[src/rtl/bankmem_pkg.sv]
package bankmem_pkg;

  localparam int unsigned MIN_BANKS = 2;
  localparam int unsigned MAX_BANKS = 256;

  // Clamp the requested bank count and round an odd result up to even.
  function automatic int unsigned norm_bank_count(input int unsigned req);
    int unsigned c;
    if (req < MIN_BANKS)      c = MIN_BANKS;
    else if (req > MAX_BANKS) c = MAX_BANKS;
    else                      c = req;
    if ((c % 2) != 0) c = c + 1;
    return c;
  endfunction

  // Width needed to index a count of items (at least one bit).
  function automatic int unsigned idx_width(input int unsigned n);
    int unsigned w;
    w = 1;
    while ((1 << w) < n) w = w + 1;
    return w;
  endfunction

endpackage

[src/rtl/bank_map_regs.sv]
module bank_map_regs #(
  parameter int CTL_AW = 4,
  parameter int NWIN   = 2
) (
  input  logic              clk,
  input  logic              rst_n,
  input  logic              c_we,
  input  logic [CTL_AW-1:0] c_addr,
  input  logic [7:0]        c_wdata,
  output logic [7:0]        c_rdata,
  output logic [7:0]        win_sel [NWIN]
);

  logic [NWIN-1:0] hit_vec;
  logic            ctl_unmapped;

  for (genvar g = 0; g < NWIN; g++) begin : g_win
    assign hit_vec[g] = (c_addr == CTL_AW'(g));

    always_ff @(posedge clk) begin
      if (!rst_n)                   win_sel[g] <= 8'(g);
      else if (c_we && hit_vec[g])  win_sel[g] <= c_wdata;
    end

    // a write at this offset replaces the register
    a_r5_write_replace: assert property (@(posedge clk) disable iff (!rst_n)
      (c_we && c_addr == CTL_AW'(g)) |=> (win_sel[g] == $past(c_wdata)));
  end

  assign ctl_unmapped = (hit_vec == '0);

  always_comb begin
    c_rdata = 8'hFF;
    for (int i = 0; i < NWIN; i++)
      if (hit_vec[i]) c_rdata = win_sel[i];
  end

  // writes at unused offsets leave the registers alone
  a_r6_unused_write: assert property (@(posedge clk) disable iff (!rst_n)
    (c_we && ctl_unmapped) |=> ($stable(win_sel[0]) && $stable(win_sel[NWIN-1])));

endmodule

[src/rtl/bank_xlate.sv]
module bank_xlate #(
  parameter int BANK_AW = 4,
  parameter int NBANKS  = 4,
  parameter int PHYS_AW = 6,
  parameter int NWIN    = 2
) (
  input  logic [BANK_AW+1:0]  d_addr,
  input  logic [7:0]          win_sel [NWIN],
  output logic [PHYS_AW-1:0]  phys,
  output logic                hit
);

  localparam int DEPTH = NBANKS << BANK_AW;

  function automatic logic [PHYS_AW-1:0] join_addr(input logic [7:0] bank,
                                                   input logic [BANK_AW-1:0] off);
    return (PHYS_AW'(bank) << BANK_AW) | PHYS_AW'(off);
  endfunction

  logic             outside;
  logic             win;
  logic [7:0]       bank;
  logic             bank_bad;

  assign outside  = d_addr[BANK_AW+1];
  assign win      = d_addr[BANK_AW];
  assign bank     = win_sel[int'(win)];
  assign bank_bad = (int'(bank) >= NBANKS);
  assign hit      = !outside && !bank_bad;
  assign phys     = join_addr(bank, d_addr[BANK_AW-1:0]);

  // an accepted access always lands inside the store
  always_comb begin
    if (hit) a_r3_in_store: assert (int'(phys) < DEPTH);
  end

endmodule

[src/rtl/bank_store.sv]
module bank_store #(
  parameter int DEPTH = 64,
  parameter int AW    = 6
) (
  input  logic          clk,
  input  logic          we,
  input  logic          re,
  input  logic [AW-1:0] addr,
  input  logic [7:0]    wdata,
  output logic [7:0]    rdata
);

  logic [7:0] mem [DEPTH];

  always_ff @(posedge clk) begin
    if (we) mem[addr] <= wdata;
    if (re) rdata     <= mem[addr];
  end

endmodule

[src/rtl/bankmem_dual_window.sv]
module bankmem_dual_window #(
  parameter int BANK_AW   = 4,
  parameter int REQ_BANKS = 4,
  parameter int CTL_AW    = 4
) (
  input  logic               clk,
  input  logic               rst_n,
  input  logic               d_req,
  input  logic               d_we,
  input  logic [BANK_AW+1:0] d_addr,
  input  logic [7:0]         d_wdata,
  output logic [7:0]         d_rdata,
  output logic               d_rvalid,
  output logic               d_err,
  input  logic               c_we,
  input  logic [CTL_AW-1:0]  c_addr,
  input  logic [7:0]         c_wdata,
  output logic [7:0]         c_rdata
);

  localparam int NWIN    = 2;
  localparam int NBANKS  = int'(bankmem_pkg::norm_bank_count(REQ_BANKS));
  localparam int PHYS_AW = BANK_AW + int'(bankmem_pkg::idx_width(NBANKS));
  localparam int DEPTH   = NBANKS << BANK_AW;

  logic [7:0]         win_sel [NWIN];
  logic [PHYS_AW-1:0] phys;
  logic               hit;
  logic               acc_refused;
  logic               st_we, st_re;
  logic [7:0]         st_rdata;
  logic               rvalid_q, err_q, rd_bad_q;

  bank_map_regs #(.CTL_AW(CTL_AW), .NWIN(NWIN)) u_regs (
    .clk(clk), .rst_n(rst_n), .c_we(c_we), .c_addr(c_addr),
    .c_wdata(c_wdata), .c_rdata(c_rdata), .win_sel(win_sel)
  );

  bank_xlate #(.BANK_AW(BANK_AW), .NBANKS(NBANKS), .PHYS_AW(PHYS_AW), .NWIN(NWIN)) u_xlate (
    .d_addr(d_addr), .win_sel(win_sel), .phys(phys), .hit(hit)
  );

  assign acc_refused = d_req && !hit;
  assign st_we       = d_req &&  d_we && hit;
  assign st_re       = d_req && !d_we && hit;

  bank_store #(.DEPTH(DEPTH), .AW(PHYS_AW)) u_store (
    .clk(clk), .we(st_we), .re(st_re), .addr(phys),
    .wdata(d_wdata), .rdata(st_rdata)
  );

  always_ff @(posedge clk) begin
    if (!rst_n) begin
      rvalid_q <= 1'b0;
      err_q    <= 1'b0;
      rd_bad_q <= 1'b0;
    end else begin
      rvalid_q <= d_req && !d_we;
      err_q    <= acc_refused;
      rd_bad_q <= acc_refused && !d_we;
    end
  end

  assign d_rvalid = rvalid_q;
  assign d_err    = err_q;
  assign d_rdata  = rd_bad_q ? 8'hFF : st_rdata;

  // an access beyond both windows is refused the next cycle
  a_r7_outside_read: assert property (@(posedge clk) disable iff (!rst_n)
    (d_req && !d_we && d_addr[BANK_AW+1]) |=> (d_err && d_rvalid && d_rdata == 8'hFF));

  // a read through a select naming a missing bank is refused
  a_r8_bad_bank_read: assert property (@(posedge clk) disable iff (!rst_n)
    (d_req && !d_we && !d_addr[BANK_AW+1] && int'(win_sel[int'(d_addr[BANK_AW])]) >= NBANKS)
      |=> (d_err && d_rdata == 8'hFF));

  // reads strobe read-valid one cycle later
  a_r10_read_valid: assert property (@(posedge clk) disable iff (!rst_n)
    (d_req && !d_we) |=> d_rvalid);

  // writes and idle cycles produce no strobe and no error
  a_r10_quiet: assert property (@(posedge clk) disable iff (!rst_n)
    (!d_req || d_we) |=> !d_rvalid);

  a_r7_err_only_on_request: assert property (@(posedge clk) disable iff (!rst_n)
    !d_req |=> !d_err);

endmodule

[config.mk]
export PLATFORM = sky130hd
export DESIGN_NAME = bankmem_dual_window
export DESIGN_NICKNAME = d
export VERILOG_FILES = /design/src/rtl/bankmem_pkg.sv /design/src/rtl/bank_map_regs.sv /design/src/rtl/bank_xlate.sv /design/src/rtl/bank_store.sv /design/src/rtl/bankmem_dual_window.sv
export SDC_FILE = /design/constraint.sdc
export NUM_CORES = 1
export LEC_CHECK = 0
export ABC_CLOCK_PERIOD_IN_PS = 2000
export BUFFER_PORTS_ARGS = -buffer_cell sky130_fd_sc_hd__buf_2
export CAP_MARGIN = 20
export CORE_UTILIZATION = 30
export CTS_CLUSTER_DIAMETER = 150
export DETAILED_ROUTE_END_ITERATION = 8
export PLACE_DENSITY = 0.48
export SLEW_MARGIN = 25
export SYNTH_ARGS = -nofsm -noshare
export SYNTH_HDL_FRONTEND = slang
export SYNTH_SLANG_ARGS = --single-unit
export TNS_END_PERCENT = 20
[constraint.sdc]
create_clock -name clk -period 2 [get_ports clk]
set_clock_uncertainty 0.05 [all_clocks]
set_input_delay 0.2 -clock clk [delete_from_list [all_inputs] [get_ports clk]]
set_output_delay 0.2 -clock clk [all_outputs]
set_load 0.01 [all_outputs]
==> reports/metrics.yaml, run 1 <==
status: "finished with violations"
violations: "negative setup slack"
dp.final_hpwl_um: 36400
reg2reg_depth: 8
fmax_mhz: 437
ys_seq_area_frac: 0.751
clkLatencyLatePin_ps: 610
die_w_um: 268
cp.required_ps: 2260
fin_ws_ps: -290
grt_max_degree: 65
slew_violations: 0
crit_end: "u_store.mem[3][4]"
ant_nets: 0
antenna_found_initial: 1
drc: 0
grt_pass1_vias: 12100
cts_buffer_depth: 3
fillCellCount: 6379
avgSynthCellArea_um2: 19.1
grt_usage: 0.156
reg2reg_slack_ps: -290
ioPinCount: 49
crit_path_end_kind: "flop"
drt_iter0_markers: 949
syn_to_final_growth_pct: 31.3
synth_warnings: 0
clk_pin_slew_ps: 60
totalWireLength_um: 55300
synth_area_um2: 21300
placed_cells: 2291
core_area_um2: 70100
critPathMaxFanout: 8
setup_tns_ps: -104900
tritoncts: "yes"
syn_inst: 1116
synth_nets: 1147
stdcell_area_um2: 28000
ys.flop_type: "edfxtp_1"
layout_common_cells: "edfxtp_1 (520), buf_4 (141), mux4_2 (98)"
drive_gt1_frac: 0.407
mostFrequentLayoutCell: "edfxtp_1"
num_rows: 97
grt_overflow_total: 0
portBuffers: 48
clock-sinks: 539
final_cell_count_no_fill: 2418
fin_crit_sh: 1.15
antennaDiodeCount: 0
synth_edf_count: 520
ir_drop_mv: 0.635
setup_viol: 517
start_util: 0.304
viasPerCell: 4.78
synth_cell_type_count: 54
dr.pass1.iters: 5
gp_congestion: 0.819
reg2reg_from: "u_regs.win_sel[12]"
slew_headroom: 0.472
critPathLaunch: "u_regs.win_sel[12]"
crit_path_start_kind: "flop"
rsz0062_at_grt: "true"
fp.dieH_um: 268
r2r_end: "u_store.mem[3][4]"
grt_pass1_wl_um: 81300
finalPower_mw: 24.8
power.density_nw_per_um2: 885
path_class: "reg2reg"
wl_per_cell_um: 22.9
ctsRootBufferMaster: "clkbuf_16"
hp-class: "in2reg"
drv_cap: 0
fin_crit_ps: 2290
synth-seq-cells: 539
final-hold-violation-count: 0
dieArea_um2: 72100
dpl-instance-area_um2: 25100
cp.arrival_ps: 2550
cts-buffers-inserted: 58
tightest_slew_ps: 792
power_leakage_nw: 9.31
nets: 1462
vias: 11600
htree_levels: 2
ys_async_sr_fraction: 0
## how the worst min path moves through the flow
stage	to	startpoint	cells after the start
3_5_place_dp	rd_bad_q	d_we	2
3_3_place_gp	rd_bad_q	d_we	2
5_1_grt	u_store.mem[45][7]	d_wdata[7]	2
2_1_floorplan	rd_bad_q	d_we	1
4_1_cts	u_store.mem[45][7]	d_wdata[7]	2
6_report	u_store.mem[45][7]	d_wdata[7]	2
## power by group
| group | switching, mW | internal, mW |
|---|---|---|
| logic | 0.829 | 0.647 |
| clock network | 4.34 | 6.53 |
| registers | 0.0114 | 12.4 |
| total | 5.18 | 19.6 |
## cell usage after synthesis (all sizes together) (3+ instances only)
cell type | number | share of area
edfxtp | 520 | 0.73
mux4 | 100 | 0.11
nor2 | 94 | 0.017
mux2i | 74 | 0.035
nand2 | 43 | 0.0076
buf | 39 | 0.011
clkbuf | 21 | 0.0037
dfxtp | 19 | 0.018
o21ai | 19 | 0.0045
nor2b | 17 | 0.0050
mux2 | 16 | 0.0085
o22ai | 13 | 0.0038
nor3b | 12 | 0.0042
a21oi | 10 | 0.0023
nand3 | 10 | 0.0023
nor3 | 10 | 0.0026
a22oi | 9 | 0.0032
or2 | 9 | 0.0026
o211ai | 8 | 0.0028
and3 | 7 | 0.0021
a21o | 5 | 0.0018
a221oi | 5 | 0.0021
nand3b | 5 | 0.0018
a2111oi | 4 | 0.0019
a22o | 4 | 0.0016
a31oi | 4 | 0.0012
nor4 | 4 | 0.0012
o32ai | 4 | 0.0016
a21bo | 3 | 0.0014
nand4b | 3 | 0.0012
o2bb2ai | 3 | 0.0012
## repair_timing
item	in CTS	in global routing
endpoints found under the setup margin	520	520
buffers inserted	0	1
gates resized for setup	148	31
gates cloned	0	0
endpoints found under the hold margin	19	0
hold buffers	19	0
pin swaps	11	15
## critical path: stages, from the launching register on
cell and delay [ps]:
dfxtp_2 330, nor4_4 290, nand2_2 140, a211oi_2 280, buf_4 200, nand4_1 200
buf_6 230, nor2_4 100, buf_8 160
## state kept, by name (all words and copies together), names as in the netlist
| name | flops |
|---|---|
| d_err | 1 |
| d_rvalid | 1 |
| rd_bad_q | 1 |
| u_regs.win_sel | 16 |
| u_store.mem | 512 |
| u_store.rdata | 8 |
## per-layer routing
metal | part of all wire | wire (um) | vias up | GRT usage
li1 | - | - | 5168 | -
met1 | 0.47 | 26000 | 6097 | 0.221
met2 | 0.48 | 26300 | 220 | 0.251
met3 | 0.034 | 1880 | 69 | 0.0222
met4 | 0.020 | 1100 | 2 | 0.0424
met5 | 0.00024 | 13 | - | 0
## kinds of logic after synthesis
family                 count (synthesis)  share of synthesized area
DFF                                  539                      0.751
buffers and inverters                 62                     0.0150
AOI/OAI and AO/OA                     96                     0.0314
muxes                                190                      0.150
and+or+nand+nor                      229                     0.0529
## metrics by stage
| step | hold WS [ps] | worst slack (ps) | utilization |
|---|---|---|---|
| global route | 42.9 | -362 | 0.399 |
| global placement | 370 | -845 | 0.357 |
| CTS | 26.3 | -289 | 0.397 |
| detailed placement | 375 | -832 | 0.357 |
| finish | 44.9 | -290 | 0.399 |
| floorplan | 228 | -247 | - |
## area by class of cell
class,instances,area [um2],share of cell area
Sequential cell,539,16000,0.572
Clock inverter,32,369,0.0132
Clock buffer,75,1570,0.0560
Multi-Input combinational cell,515,5600,0.200
Tap cell,940,1180,0.0421
Timing Repair Buffer,315,3230,0.116
Inverter,2,7.51,0.000269
Note: power is estimated with default switching activity, not from simulation.
==> run 2: changes to the inputs <==
==> constraint.sdc (replaced) <==
create_clock -name clk -period 2 [get_ports clk]
set_clock_uncertainty 0.05 [all_clocks]
set_input_delay 0.3 -clock clk [delete_from_list [all_inputs] [get_ports clk]]
set_output_delay 0.3 -clock clk [all_outputs]
set_load 0.01 [all_outputs]
==> run 2 against run 1 <==
  * The run still ends with negative setup slack left
  * Via count increased by 1.1%
  * Design area shrank 0.19%
  * Final cell count is 0.45% higher
  * Sequential power is essentially flat
  * Critical endpoint is now u_store.mem[16][2]
  * Critical path depth grew 2
  * Worst hold slack lost 13 ps
  * Die area is the same
  * Flip-flop and latch count stayed put
  * Fmax is 3.0% lower
  * Worst setup slack got worse by 71 ps
==> reports/metrics.yaml, run 2 (same netlist as run 1, synthesis figures left out) <==
status: "finished with violations"
violations: "negative setup slack"
antenna_found_initial: 1
path_cells: "nor4b_4 > nand2_2 > buf_6 > a211oi_2 > buf_4 > buf_4 > nand3_4 > buf_6 > nor2_1 > buf_6"
cp.buffers_inverters: 5
crit_top_cell: "buf_6"
start_util: 0.304
grt_max_degree: 65
dieArea_um2: 72100
cts-buffers-inserted: 57
fin_ws_ps: -361
setup_viol: 519
dp.final_hpwl_um: 37700
placed_cells: 2306
clkLatencyLatePin_ps: 620
tritoncts: "yes"
fin_crit_ps: 2360
path_class: "reg2reg"
ioPinCount: 49
die_w_um: 268
totalWireLength_um: 56800
ir_drop_mv: 0.503
viasPerCell: 4.81
cpMaxStageDelayCell: "dfxtp_2"
grt_pass1_wl_um: 83600
nets: 1474
fp.dieH_um: 268
p_sw_frac: 0.219
slew_violations: 0
pwr-share-clk: 0.423
regMostFlops: "u_store.mem"
dr.pass1.iters: 5
crit_path_end_kind: "flop"
htree_levels: 2
crit_path_start_kind: "flop"
rsz0062_at_grt: "true"
clock-sinks: 539
syn_to_final_growth_pct: 31.0
grt_usage: 0.161
power_leakage_nw: 9.33
pwr-share-seq: 0.514
gp_congestion: 0.806
worst_path_largest_cell_delay_ps: 330
grt_overflow_total: 0
wl_per_cell_um: 23.4
power.density_nw_per_um2: 865
drive_gt1_frac: 0.424
p_int_mw: 18.9
antennaDiodeCount: 0
final-hold-violation-count: 0
cp_top_family: "buffers and inverters"
fin_crit_sh: 1.18
core_area_um2: 70100
hp-class: "in2reg"
cts_buffer_depth: 3
tightest_slew_ps: 835
vias: 11700
num_rows: 97
critPathMaxFanout: 8
cp.required_ps: 2270
clk_pin_slew_ps: 60
drc: 0
final_util: 0.398
power_frac_comb: 0.063
fmax_mhz: 424
hold_depth: 2
reg2reg_depth: 10
ant_nets: 0
path_depth: 10
drt_iter0_markers: 884
grt_pass1_vias: 12300
mostFrequentLayoutCell: "edfxtp_1"
whs_ps: 32.3
drv_cap: 0
layout_common_cells: "edfxtp_1 (520), buf_4 (160), mux4_2 (97)"
setup_tns_ps: -141950
final_cell_count_no_fill: 2429
portBuffers: 48
cp.arrival_ps: 2630
reg.largest.list: "u_store.mem: 512 flops, u_regs.win_sel: 16 flops, u_store.rdata: 8 flops"
place_ws_ps: -865
power.switching_mw: 5.27
ctsRootBufferMaster: "clkbuf_16"
largest_reg_flops: 512
slew_headroom: 0.444
==> run 2: layout make-up <==
class,count,area (um2)
clock buffer,64,1470
clock inverter,41,319
fill,6398,42200
inverter,2,7.51
multi-input combinational,515,5640
sequential,539,16000
tap,940,1180
timing repair buffer,328,3290
==> run 2: worst paths after layout <==
kind,startpoint,endpoint,slack (ps)
setup / recovery,u_regs.win_sel[4],u_store.mem[16][2],-360
hold / removal,rst_n,u_regs.win_sel[7],30
setup reg to reg,u_regs.win_sel[4],u_store.mem[16][2],-360
hold reg to reg,u_regs.win_sel[6],u_regs.win_sel[6],530
==> run 2: repair_timing <==
action | in CTS | in global routing
gates resized for setup | 144 | 44
hold endpoints to repair | 19 | 0
hold buffers | 12 | 0
pin swaps | 12 | 9
setup buffers | 4 | 2
endpoints found under the setup margin | 520 | 520
==> run 2: per-stage QoR <==
step | total power [mW] | area [um2]
3_5_place_dp | 14.1 | 25200
3_3_place_gp | 14.1 | 25200
5_1_grt | 24.9 | 27900
4_1_cts | 24.4 | 27700
2_1_floorplan | 13.3 | 21500
6_report | 24.1 | 27900
==> run 2: power groups by stage <==
stage,sequential [mW],combinational (mW),clock (mW)
global placement,12.6,1.43,0
floorplan,12.6,0.641,0
CTS,12.4,1.51,10.5
detailed placement,12.6,1.44,0
global route,12.4,1.61,10.9
finish,12.4,1.51,10.2
==> run 2: metal layers <==
layer	vias up	share of wire	track usage
met5	-	0	0
met4	0	0.021	0.0455
met3	72	0.043	0.0247
met2	277	0.47	0.258
met1	6139	0.46	0.226
li1	5194	-	-
